`config.mk`:
```
export PLATFORM = sky130hd
export DESIGN_NAME = uart_addr_rx
export DESIGN_NICKNAME = d
export VERILOG_FILES = /design/src/rtl/uart_addr_rx.sv
export SDC_FILE = /design/constraint.sdc
export NUM_CORES = 1
export LEC_CHECK = 0
export ABC_AREA = 1
export BUFFER_PORTS_ARGS = -buffer_cell sky130_fd_sc_hd__buf_2
export CORE_MARGIN = 3
export CORE_UTILIZATION = 53
export DETAILED_ROUTE_END_ITERATION = 8
export PLACE_DENSITY_LB_ADDON = 0.3
export SLEW_MARGIN = 20
export SYNTH_ARGS = -nofsm -noshare
export SYNTH_HDL_FRONTEND = slang
export SYNTH_SLANG_ARGS = --single-unit
```
`constraint.sdc`:
```
create_clock -name clk -period 1.83 [get_ports clk]
set_input_delay 0.2745 -clock clk [delete_from_list [all_inputs] [get_ports clk]]
set_output_delay 0.2745 -clock clk [all_outputs]
set_load 0.05 [all_outputs]
```
`src/rtl/uart_addr_rx.sv`:
```
module uart_addr_rx #(
  parameter int OSR = 16
) (
  input  logic       clk,
  input  logic       rst_n,
  input  logic       rx_in,
  input  logic       baud_tick,
  input  logic       nine_bit,
  input  logic       addr_en,
  input  logic       rx_enable,
  input  logic       rd_strobe,
  output logic [8:0] data_out,
  output logic       ferr,
  output logic       oerr,
  output logic       rx_valid,
  output logic       rx_idle
);
  localparam int CW = $clog2(OSR);
  localparam logic [CW-1:0] S_A  = CW'(OSR/2 - 1);
  localparam logic [CW-1:0] S_B  = CW'(OSR/2);
  localparam logic [CW-1:0] S_C  = CW'(OSR/2 + 1);
  localparam logic [CW-1:0] LAST = CW'(OSR - 1);

  typedef enum logic [1:0] {IDLE, START, DATA, STOP} st_t;

  st_t         st;
  logic [CW-1:0] tcnt;
  logic [3:0]  bidx;
  logic [1:0]  smp;
  logic [8:0]  shreg;
  logic [9:0]  mem [2];
  logic        wp, rp;
  logic [1:0]  cnt;

  wire       vote   = (smp[0] & smp[1]) | (smp[0] & rx_in) | (smp[1] & rx_in);
  wire       decide = baud_tick && tcnt == S_C && st != IDLE;
  wire       done   = decide && st == STOP;
  wire [8:0] word   = nine_bit ? shreg : {1'b0, shreg[8:1]};
  wire       keep   = !(nine_bit && addr_en && !shreg[8]);
  wire       pop    = rd_strobe && cnt != 2'd0;
  wire       push   = done && keep && (cnt != 2'd2 || pop);
  wire       ovf    = done && keep && cnt == 2'd2 && !pop;

  always_ff @(posedge clk or negedge rst_n) begin
    if (!rst_n) begin
      st <= IDLE; tcnt <= '0; bidx <= '0; smp <= '0; shreg <= '0;
    end else if (!rx_enable) begin
      st <= IDLE;
    end else if (baud_tick) begin
      if (st == IDLE) begin
        if (!rx_in && !oerr) begin
          st   <= START;
          tcnt <= CW'(1);
        end
      end else begin
        tcnt <= (tcnt == LAST) ? '0 : tcnt + 1'b1;
        if (tcnt == S_A) smp[0] <= rx_in;
        if (tcnt == S_B) smp[1] <= rx_in;
        if (decide) begin
          unique case (st)
            START: if (vote) st <= IDLE;
                   else begin st <= DATA; bidx <= '0; end
            DATA: begin
              shreg <= {vote, shreg[8:1]};
              bidx  <= bidx + 1'b1;
              if (bidx == (nine_bit ? 4'd8 : 4'd7)) st <= STOP;
            end
            default: st <= IDLE;
          endcase
        end
      end
    end
  end

  always_ff @(posedge clk or negedge rst_n) begin
    if (!rst_n) begin
      mem[0] <= '0; mem[1] <= '0; wp <= 1'b0; rp <= 1'b0; cnt <= '0; oerr <= 1'b0;
    end else begin
      if (push) begin
        mem[wp] <= {~vote, word};
        wp      <= ~wp;
      end
      if (pop) rp <= ~rp;
      cnt <= cnt + {1'b0, push} - {1'b0, pop};
      if (!rx_enable) oerr <= 1'b0;
      else if (ovf)   oerr <= 1'b1;
    end
  end

  assign data_out = mem[rp][8:0];
  assign ferr     = mem[rp][9];
  assign rx_valid = cnt != 2'd0;
  assign rx_idle  = st == IDLE;

  p_start_leaves_idle_r1: assert property (@(posedge clk) disable iff (!rst_n)
    rx_idle && rx_enable && !oerr && baud_tick && !rx_in |=> !rx_idle);
  p_oerr_sticky_r5: assert property (@(posedge clk) disable iff (!rst_n)
    oerr && rx_enable |=> oerr);
  p_oerr_freezes_buffer_r5: assert property (@(posedge clk) disable iff (!rst_n)
    oerr && rx_enable && !rd_strobe |=> $stable(cnt) && rx_idle);
  p_pop_drops_one_r4: assert property (@(posedge clk) disable iff (!rst_n)
    rx_valid && rd_strobe && !push |=> cnt == $past(cnt) - 2'd1);
  p_disable_resets_r9: assert property (@(posedge clk) disable iff (!rst_n)
    !rx_enable |=> rx_idle && !oerr);
endmodule

```
Word-level counts from Yosys, hierarchy flattened
Cells that the tools add are included.
{"block": "classes", "n_addsub": 4, "n_mul": 0, "n_div": 0, "order_cmp": 3, "n_eq_ne": 17, "n_shift": 0, "mux": 23, "bitwise_logic": 11, "reduce_logical": 28}
{"op": "$mux 10", "count": 4}
{"op": "$bwmux 20", "count": 1}
{"op": "$mux 4", "count": 5}
{"op": "$mux 2", "count": 7}
{"op": "$eq 4x4->1 const B", "count": 3}
{"op": "$logic_and 1x1->1", "count": 12}
{"op": "$reduce_and 4->1", "count": 3}
{"op": "$demux 10 s1", "count": 1}
{"op": "$mux 9", "count": 1}
{"op": "$add 4x1->4 const B", "count": 2}
{"op": "$pmux 4 s2", "count": 1}
{"op": "$eq 2x2->1 const B", "count": 3}
{"op": "$ne 2x2->1 const B", "count": 3}
{"op": "$reduce_and 6->1", "count": 1}
{"op": "$reduce_bool 2->1", "count": 3}
{"op": "$logic_not 1->1", "count": 5}
{"op": "$reduce_and 5->1", "count": 1}
{"op": "$eq 4x3->1 const B", "count": 1}
{"op": "$eq 4x4->1", "count": 1}
{"op": "$ge 2x2->1 const B", "count": 2}
{"op": "$ne 2x1->1 const B", "count": 2}
{"op": "$ne 4x4->1 const B", "count": 1}
{"op": "$not 1->1", "count": 4}
{"op": "$not 1->2", "count": 2}
{"op": "13 further kinds", "count": 17}
{"block": "totals", "register_bits": 46, "latchBits": 0, "ram_bits": 0, "rom_bits": 0, "out_inout_bits": 13, "elab_cells": 98, "memories": 0}

Logic depth before layout (Yosys ltp)
Gate-level depths: netlist (run 1).
{"block": "logic_depth", "word_depth": 9, "mapped_depth": 11, "depth_no_buf": 11}

Worst setup path after synthesis (run 1)
Ideal clock, no wire load.
{"block": "synth_timing", "path_kind": "reg2reg", "from": "register st[0]", "to": "register cnt[1]", "t_arrival_ns": 2.158, "required_time_ns": 1.701, "path_slack_ns": -0.457, "stages_incl_launch_ff": 12, "path_buffers": 0, "period_less_slack_ns": 2.287, "path_cell_list": "dfrtp_1 > inv_1 > ha_1 > inv_2 > nand2_2 > nor2_8 > nand3_1 > ha_1 > inv_1 > ha_1 > xnor2_1 > xor2_1"}
{"block": "synth_via", "elab_chain_len": 7, "word_cells_on_any_way": 8, "cone_classes": "add/sub: 2; eq/ne: 1; reduce/logical: 5"}
{"item": "start, declared", "line_no": "26", "rtl": "st_t st;"}
{"item": "start signal, assigned", "line_no": "46", "rtl": "st <= IDLE; tcnt <= '0; bidx <= '0; smp <= '0; shreg <= '0;"}
{"item": "start signal, assigned", "line_no": "48", "rtl": "st <= IDLE;"}
{"item": "start signal, assigned", "line_no": "52", "rtl": "st <= START;"}
{"item": "$reduce_bool 2->1", "line_no": "36", "rtl": "wire decide = baud_tick && tcnt == S_C && st != IDLE;"}
{"item": "$logic_and 1x1->1", "line_no": "36"}
{"item": "$logic_and 1x1->1 (*)", "line_no": "37", "rtl": "wire done = decide && st == STOP;"}
{"item": "$logic_and 1x1->1 (*) (2 in series)", "line_no": "41", "rtl": "wire push = done && keep && (cnt != 2'd2 || pop);"}
{"item": "$add 2x1->2 (*)", "line_no": "84", "rtl": "cnt <= cnt + {1'b0, push} - {1'b0, pop};"}
{"item": "$sub 2x1->2 (*)", "line_no": "84"}
{"item": "end signal, assigned", "line_no": "84"}
{"item": "end, declared", "line_no": "33", "rtl": "logic [1:0] cnt;"}
Every way passes the cells marked *; elsewhere a longest branch is shown, timed or not.
A chain may end at the register's enable or synchronous reset.

Final worst setup path (run 1)
Ends and elaborated chain as after synthesis.

==> results.toml, run 1 <==
[setup_path]
r2r-end = "cnt[1]$_DFF_PN0_"
path_cells = "inv_2, ha_4, inv_4, nand2_4, nor2_8, nand3_4, ha_4, inv_2, ha_4, xnor2_2, xor2_1"
rrSetupSlack_ps = 30
path_common_cell = "ha_4"
worstPathArrival_ps = 1980
cp_max_fo = 3
r2r_start = "st[0]$_DFFE_PN0P_"
cpMaxStageDelayCell = "dfrtp_1"
cp-end-kind = "register"
cp.required_ps = 2010
path_class = "register to register"
crit_path_max_incr_delay_ps = 420
r2r_cells = 11
startpoint_type = "register"

[logic_synthesis]
syn_area_um2 = 2460
synth_cell_types = 28
syn_inst = 305
yosysWarnings = 0
ys_seq_elements = 46
syn-num-nets = 323
synth_sequential_area_ratio_pct = 46.8
postSynthAreaPerCell_um2 = 8.07

[layout]
drive_above_1_share_pct = 23.0
layout.cells.non_filler = 396
fin_nets = 361
synthToLayoutAreaGrowth_pct = 18.9
finish.instance_area_um2 = 2930
diodes = 0
most-common-layout-cells = "108 x nand2_1, 46 x dfrtp_1, 26 x inv_1, 23 x o21ai_1, 20 x buf_2"
final_common_cell = "nand2_1"
fillers = 374

[clocking]
htreeDepth = 2
root_buffer = "clkbuf_8"
clk_latency_ps = 300
cts-buffers-inserted = 5
clk_pin_slew_ps = 90
cts_tree = "done"
clockBufferDepth = 2
cts.sinks = 46

[hold_path]
hold_start = "rd_strobe"
hp-class = "input port to register"
hold_depth = 3
hold_end = "rp$_DFFE_PN0P_"

[detailed_routing]
avgViaCountPerCell = 5.18
ant_nets = 0
drc = 0
routed-via-count = 2050
dr.pass1.iters = 4
dr.first_iter.drc_count = 165
routedWlPerCell_um = 12.8
drt-total-wl_mm = 5.05

[floorplanning]
ios = 21
die-area_um2 = 5500
fp.dieH_um = 74.1
die_w_um = 74.1
initial_utilization_pct = 55.8
num_rows = 24
core_area_um2 = 4410

[outcome]
status = "completed"

[pwr]
p_sw_uw = 805
clockPowerShare_pct = 29.6
leakagePower_nw = 1.47
peakVddDrop_uv = 534
internal-power_mw = 1.74
p_sw_share_pct = 31.6
seq_power_share_pct = 44.3
pwr-share-comb_pct = 26.0
power_density_nw_per_um2 = 870

[timing]
fin_crit_ps = 1800
fmax_mhz = 557
finalHoldViolCount = 0
setup_violations = 0
fin_crit_sh_pct = 98.1
fin_skew_ps = 8.32
tightest_slew_ps = 578
slew_violations = 0
slew_headroom_pct = 61.5

[placement]
numPortBuffers = 20
dpl.hpwl_mm = 3.55
dpl_cell_area_um2 = 2680
place_congestion = 0.905
dp.cells = 380

[grt]
grt_pass1_wl_mm = 8.51
overflow = 0
grt_pass1_vias = 1924
antenna_found_initial = 0
grt_start_max_net_pins = 27
grtUsageTotal_pct = 19.9

[run]
drv_cap = 0
==> state kept, by name, summed over array words and instances, names as in the netlist <==
signal and flops:
bidx 4, cnt 2, mem 20, oerr 1, rp 1, shreg 9
smp 2, st 2, tcnt 4, wp 1
==> through the flow <==
stage	hold slack [ps]	worst slack, ps	util (%)	power (mW)	setup TNS [ps]
global route	272	-41.4	66.3	2.69	-41.4
CTS	256	5.59	65.1	2.50	0
detailed placement	300	-24.9	60.7	1.69	-24.9
finish	273	33.9	66.3	2.54	0
global placement	297	33.4	60.7	1.67	0
floorplan	-21.1	-103	-	1.51	-103
==> final cells by class <==
cell class	instances	area (um^2)	share of cell area, %
Clock inverter	3	43.8	1.50
Clock buffer	5	68.8	2.35
Timing Repair Buffer	40	256	8.77
Multi-Input combinational cell	217	1210	41.5
Sequential cell	46	1150	39.3
Tap cell	52	65.1	2.22
Inverter	33	126	4.32
==> routing by layer <==
metal	track usage (%)	up-vias	share of wire (%)	routed length [um]
met3	3.92	6	4.1	205
met1	25.2	956	46	2330
met4	7.24	0	1.5	75
met5	0	-	0	0
met2	33.9	43	48	2450
li1	-	1045	-	-
==> cell usage after synthesis, drive strengths merged <==
library cell,instances,area share (%)
nand4,5,1.9
xor2,2,0.71
xnor2,2,0.71
nand3,14,3.6
clkbuf,3,0.46
inv,33,5.0
nor3,2,0.86
o31ai,1,0.31
a21oi,6,1.4
dfrtp,46,47
ha,10,5.1
nor2,21,4.1
nand2,110,17
or2,1,0.25
o21ai,43,10
buf,6,2.0
==> kinds of logic after synthesis <==
kind of cell,count (synthesis),share of synthesized area [%]
AND/OR/NAND/NOR,153,27.6
AO/OA/AOI/OAI,50,11.6
flip-flops,46,46.8
buffers and inverters,42,7.47
adder cells (fa/ha/maj),10,5.08
XOR/XNOR,4,1.42
==> repair_timing <==
| item | 4_1_cts | 5_1_grt |
|---|---|---|
| gates resized for setup | 5 | 8 |
| setup endpoints to repair | 1 | 2 |
| pin swaps | 4 | 8 |
| buffers inserted | 5 | 2 |
| hold buffers | 1 | 0 |
| endpoints found under the hold margin | 24 | 0 |
==> worst max path at each step <==
stage / startpoint / to / slack, ps / cells past startpoint
3_3_place_gp: tcnt[1]$_DFFE_PN0P_ / cnt[1]$_DFF_PN0_ / 30 / 10
5_1_grt: st[0]$_DFFE_PN0P_ / cnt[1]$_DFF_PN0_ / -40 / 10
4_1_cts: st[0]$_DFFE_PN0P_ / cnt[1]$_DFF_PN0_ / 6 / 10
3_5_place_dp: tcnt[1]$_DFFE_PN0P_ / cnt[1]$_DFF_PN0_ / -20 / 10
6_report: st[0]$_DFFE_PN0P_ / cnt[1]$_DFF_PN0_ / 30 / 11
2_1_floorplan: st[0]$_DFFE_PN0P_ / cnt[1]$_DFF_PN0_ / -100 / 11
==> power by group through the flow <==
| stage | Sequential, mW | Clock [mW] | Combinational (mW) |
|---|---|---|---|
| after detailed placement | 1.14 | 0 | 0.552 |
| final | 1.13 | 0.754 | 0.663 |
| after floorplan | 1.13 | 0 | 0.378 |
| after global placement | 1.13 | 0 | 0.540 |
| after CTS | 1.12 | 0.779 | 0.601 |
| after global routing | 1.13 | 0.821 | 0.738 |
==> worst max-delay path: cells and delay by family, from the launching register on <==
| family | cells | cell delay (ps) |
|---|---|---|
| flip-flops | 1 | 420 |
| XOR/XNOR | 2 | 270 |
| AND/OR/NAND/NOR | 3 | 230 |
| buffers and inverters | 3 | 180 |
| adder cells (fa/ha/maj) | 3 | 590 |
No activity file was read; power rests on OpenSTA's default activity.
==> inputs of run 2 (changes only) <==
ABC_AREA = default   (was 1)
==> results.toml, run 2 <==
[detailed_routing]
ant_nets = 0
routedWlPerCell_um = 18.2
avgViaCountPerCell = 5.87
dr.pass1.iters = 4
drc = 0
dr.first_iter.drc_count = 93
routed-via-count = 1749
drt-total-wl_mm = 5.41

[setup_path]
cp-end-kind = "register"
path_cells = "inv_2, ha_4, and2b_2, o2111ai_4, or2_4, ha_4, inv_2, ha_4, xnor2_2, xnor2_1"
path_class = "register to register"
cp.required_ps = 2020
cpMaxStageDelayCell = "dfrtp_1"
crit_path_max_incr_delay_ps = 370
startpoint_type = "register"
cp_max_fo = 2
worstPathArrival_ps = 2210
path_common_cell = "ha_4"

[layout]
largest_register = "mem"
drive_above_1_share_pct = 52.0
most-common-layout-cells = "46 x dfrtp_1, 36 x mux2_2, 30 x buf_4, 20 x buf_2, 12 x mux2_4"
final_common_cell = "dfrtp_1"
fin_nets = 266
fillers = 270
synthToLayoutAreaGrowth_pct = 25.2
largest_reg_flops = 20
reg_top3 = "mem (20), shreg (9)"
diodes = 0

[logic_synthesis]
synth_top_area_cell = "dfrtp_1"
syn_inst = 195
synth_edf_count = 0
postSynthAreaPerCell_um2 = 12.3
synthTopCellsByCount = "48 x mux2_2, 46 x dfrtp_1, 10 x ha_1"
synth_area_leaders = "dfrtp_1 48%, mux2_2 22%, ha_1 5.2%, o21ai_0 1.9%, inv_1 1.4%"
syn-num-nets = 213
netlist.area_leader.share_pct = 47.9
synth_cell_types = 41
syn_area_um2 = 2400
async_flop_share_pct = 100
synth_flop_cell = "dfrtp_1"
yosysWarnings = 0
yosysMostFrequentCell = "mux2_2"
synth_sequential_area_ratio_pct = 47.9
ys_seq_elements = 46

[clocking]
cts.sinks = 46
clk_pin_slew_ps = 90
clockBufferDepth = 2
htreeDepth = 2
cts_tree = "done"
root_buffer = "clkbuf_8"
cts-buffers-inserted = 5
clk_latency_ps = 300

[timing]
fmax_mhz = 495
setup_slack_ps = -189
fin_skew_ps = 4.88
tightest_slew_ps = 532
rsz0062_at_grt = "true"
finalHoldViolCount = 0
whs_ps = 263
fin_tns_setup_ps = -1770
slew_headroom_pct = 64.5
slew_violations = 0
fin_crit_sh_pct = 110
fin_crit_ps = 2020
setup_violations = 29

[floorplanning]
fp.dieH_um = 73.4
core_area_um2 = 4170
die-area_um2 = 5380
initial_utilization_pct = 57.6
ios = 21
die_w_um = 73.4
num_rows = 23

[placement]
numPortBuffers = 20
place_congestion = 0.888
dpl.hpwl_mm = 3.81

[grt]
grt_start_max_net_pins = 18
grt_pass1_vias = 1833
grtUsageTotal_pct = 21.5
overflow = 0
antenna_found_initial = 0
grt_pass1_wl_mm = 8.81

[pwr]
power_density_nw_per_um2 = 770
peakVddDrop_uv = 367
leakagePower_nw = 1.48

[run]
drv_cap = 0

[hold_path]
hp-class = "input port to register"

[outcome]
status = "finished, violations left"
violations = "negative setup slack"
[run 2: kinds of logic (layout without fill, tap and decap cells)]
kind of cell	Yosys count	count (layout)	synth area share (%)
AOI/OAI and AO/OA	24	24	7.39
xor gates and xnor gates	4	4	1.46
adders and majority gates	11	11	5.62
buffers and inverters	16	68	3.07
DFF	46	46	47.9
muxes	50	50	23.3
and+or+nand+nor	44	45	11.3
[run 2: cell type report]
| cell class | instances | area (um^2) | area share [%] |
|---|---|---|---|
| repair buffers | 52 | 355 | 11.8 |
| multi-input cells | 134 | 1330 | 44.1 |
| clock buffers | 5 | 68.8 | 2.29 |
| inverters | 9 | 33.8 | 1.12 |
| clock inverters | 2 | 10.0 | 0.333 |
| flip-flops and latches | 46 | 1150 | 38.2 |
| well taps | 50 | 62.6 | 2.08 |
[run 2: worst paths after layout]
kind,endpoint,cells after the start,startpoint,slack (ps)
worst min register to register,mem[4]$_DFFE_PN0P_,1,mem[4]$_DFFE_PN0P_,510
max in group asynchronous,shreg[8]$_DFFE_PN0P_,3,rst_n,870
min in group asynchronous,mem[4]$_DFFE_PN0P_,2,rst_n,410
worst min-delay path,smp[1]$_DFFE_PN0P_,2,rx_in,260
worst max register to register,cnt[1]$_DFF_PN0_,10,st[1]$_DFFE_PN0P_,-190
worst max-delay path,cnt[1]$_DFF_PN0_,10,st[1]$_DFFE_PN0P_,-190
[run 2: critical path, delay by kind of cell (launching register included)]
family | cells | cell delay [ps]
adder cells (fa/ha/maj) | 3 | 560
AND/OR/NAND/NOR | 2 | 510
flip-flops | 1 | 370
XOR/XNOR | 2 | 250
AO/OA/AOI/OAI | 1 | 130
buffers and inverters | 2 | 100
[run 2: metal layers]
metal | global-route usage, % | part of all wire, %
met3 | 4.38 | 3.5
met4 | 7.44 | 1.5
met1 | 25.6 | 42
met2 | 38.3 | 53
met5 | 0 | 0
[run 2: through the flow]
| step | worst slack, ps | instances | cell area, um^2 | power (mW) | utilization [%] |
|---|---|---|---|---|---|
| floorplan | -344 | 195 | 2490 | 1.52 | - |
| global placement | -166 | 283 | 2810 | 1.67 | 67.2 |
| detailed placement | -267 | 283 | 2810 | 1.71 | 67.2 |
| CTS | -180 | 295 | 2940 | 2.32 | 70.5 |
| global route | -247 | 298 | 3010 | 2.42 | 72.1 |
| finish | -189 | 298 | 3010 | 2.32 | 72.1 |
[run 2: timing repair]
item | CTS | global route
hold endpoints to repair | 14 | 0
hold buffers | 1 | 0
endpoints found under the setup margin | 40 | 44
resized for setup | 6 | 16
pin swaps | 5 | 2
gates cloned | 0 | 2
setup buffers | 4 | 2
[run 2: power by group]
part	switching, mW	internal, mW
combinational	0.299	0.257
sequential	0.0935	1.07
clock	0.344	0.257
total	0.736	1.58
==> inputs of run 3 (changes only) <==
BUFFER_PORTS_ARGS = default   (was -buffer_cell sky130_fd_sc_hd__buf_2)
CORE_UTILIZATION = 56   (was 53)
CTS_CLUSTER_DIAMETER = 200   (was default)
DONT_BUFFER_PORTS = 1   (was default)
RECOVER_POWER = 100   (was default)
==> results.toml, run 3 (synthesis results as in run 2) <==
[outcome]
status = "finished, violations left"
violations = "negative setup slack"

[hold_path]
hold_start = "rx_enable"
hp-class = "input port to register"
hold_depth = 1
hold_end = "oerr$_DFFE_PN0P_"

[setup_path]
cp_max_fo = 3
cp.required_ps = 2030
cp-end-kind = "register"
rrSetupSlack_ps = -180
r2r_cells = 10
path_class = "register to register"
r2r_start = "tcnt[1]$_DFFE_PN0P_"
startpoint_type = "register"
worstPathArrival_ps = 2210
r2r-end = "cnt[1]$_DFF_PN0_"

[layout]
diodes = 0
fillers = 269
fin_nets = 243
multi_input_area_um2 = 1310
largest_reg_flops = 20
largest_register = "mem"
finish.utilization_pct = 71.9
seq_area_um2 = 1150
reg_top3 = "mem (20), shreg (9)"
drive_above_1_share_pct = 46.0
most-common-layout-cells = "45 x dfrtp_1, 40 x mux2_2, 22 x buf_4, 9 x nand2_1, 8 x mux2_4"
layout.cells.non_filler = 276
synthToLayoutAreaGrowth_pct = 21.3
final_common_cell = "dfrtp_1"

[detailed_routing]
drt-total-wl_mm = 5.05
ant_nets = 0
dr.pass1.iters = 4
avgViaCountPerCell = 5.93
drc = 0
dr.first_iter.drc_count = 121
routedWlPerCell_um = 18.3
routed-via-count = 1637

[clocking]
clk_pin_slew_ps = 90
cts.sinks = 46
clockBufferDepth = 2
cts-buffers-inserted = 5
root_buffer = "clkbuf_8"
htreeDepth = 2
clk_latency_ps = 310
cts_tree = "done"

[pwr]
power_density_nw_per_um2 = 897
peakVddDrop_uv = 522
leakagePower_nw = 1.38

[timing]
fin_skew_ps = 7.08
rsz0062_at_grt = "true"
fin_crit_sh_pct = 110
whs_ps = 79.7
finalHoldViolCount = 0
fmax_mhz = 498
fin_crit_ps = 2010
setup_violations = 31
setup_slack_ps = -176
tightest_slew_ps = 1110
slew_headroom_pct = 25.9
slew_violations = 0

[grt]
grtUsageTotal_pct = 20.8
grt_pass1_wl_mm = 8.25
grt_pass1_vias = 1712
antenna_found_initial = 0
grt_start_max_net_pins = 47
overflow = 0

[floorplanning]
ios = 21
initial_utilization_pct = 59.3
fp.dieH_um = 71.5
die_w_um = 71.5
core_area_um2 = 4060
num_rows = 23
die-area_um2 = 5120

[placement]
numPortBuffers = 0
place_congestion = 0.828
dp.cells = 259
dpl.hpwl_mm = 3.22

[run]
drv_cap = 0
[run 3: cell count changes in the layout (fill, tap and decap cells not counted), moves of 2 or more]
cell       before  now
clkinv_2        2    0
clkbuf_2        0    4
bufinv_16       0    2
mux2_4         12    8
buf_4          30   22
buf_2          20    0
mux2_2         36   40
o21ai_1         1    3
[run 3: power breakdown]
group	leakage, nW	switching (mW)	total, mW	internal (mW)
sequential	0.613	0.0898	1.16	1.07
clock	0.0714	0.352	0.934	0.582
combinational	0.700	0.277	0.521	0.245
total	1.38	0.718	2.62	1.90
[run 3: final cells by class]
cell class                      count  share of cell area (%)
Clock inverter                      2                    2.06
Clock buffer                        6                    2.83
Inverter                            9                    1.16
Tap cell                           50                    2.15
Sequential cell                    46                    39.5
Multi-Input combinational cell    134                    44.8
Timing Repair Buffer               29                    7.51
[run 3: critical path, cell delays in order, from the launching register on]
cell and delay [ps]:
dfrtp_1 400, inv_2 80, ha_4 120, and3b_2 230, o2111ai_4 130, or2_4 260, ha_4 260, inv_2 30
ha_4 150, xnor2_2 130, xnor2_1 120
[run 3: worst max path at each step]
| stage | from | endpoint | slack, ps | cells after the start |
|---|---|---|---|---|
| after floorplan | st[0]$_DFFE_PN0P_ | cnt[1]$_DFF_PN0_ | -340 | 10 |
| after global placement | tcnt[1]$_DFFE_PN0P_ | cnt[1]$_DFF_PN0_ | -170 | 10 |
| after detailed placement | tcnt[1]$_DFFE_PN0P_ | cnt[1]$_DFF_PN0_ | -220 | 10 |
| after CTS | tcnt[1]$_DFFE_PN0P_ | cnt[1]$_DFF_PN0_ | -160 | 10 |
| after global routing | tcnt[1]$_DFFE_PN0P_ | cnt[1]$_DFF_PN0_ | -260 | 10 |
| final | tcnt[1]$_DFFE_PN0P_ | cnt[1]$_DFF_PN0_ | -180 | 10 |
[run 3: metrics by stage]
stage | setup TNS [ps] | cell area [um^2] | setup WS (ps) | power (mW)
6_report | -2230 | 2920 | -176 | 2.62
5_1_grt | -4830 | 2920 | -260 | 2.73
4_1_cts | -1580 | 2900 | -161 | 2.63
3_5_place_dp | -3480 | 2680 | -222 | 1.66
3_3_place_gp | -2190 | 2680 | -167 | 1.63
2_1_floorplan | -2950 | 2490 | -344 | 1.52
[run 3: layer usage]
metal,wire length [um],global-route usage (%),vias up
met3,223,4.77,14
met1,2070,24.9,819
li1,-,-,759
met4,142,9.81,0
met5,0,0,-
met2,2610,35.5,45
[run 3: repair_timing]
item / 4_1_cts / 5_1_grt
hold buffers: 2 / 0
hold endpoints to repair: 46 / 0
setup endpoints to repair: 30 / 43
buffers inserted: 3 / 2
pin swaps: 3 / 2
cloned: 1 / 1
resized for setup: 5 / 14
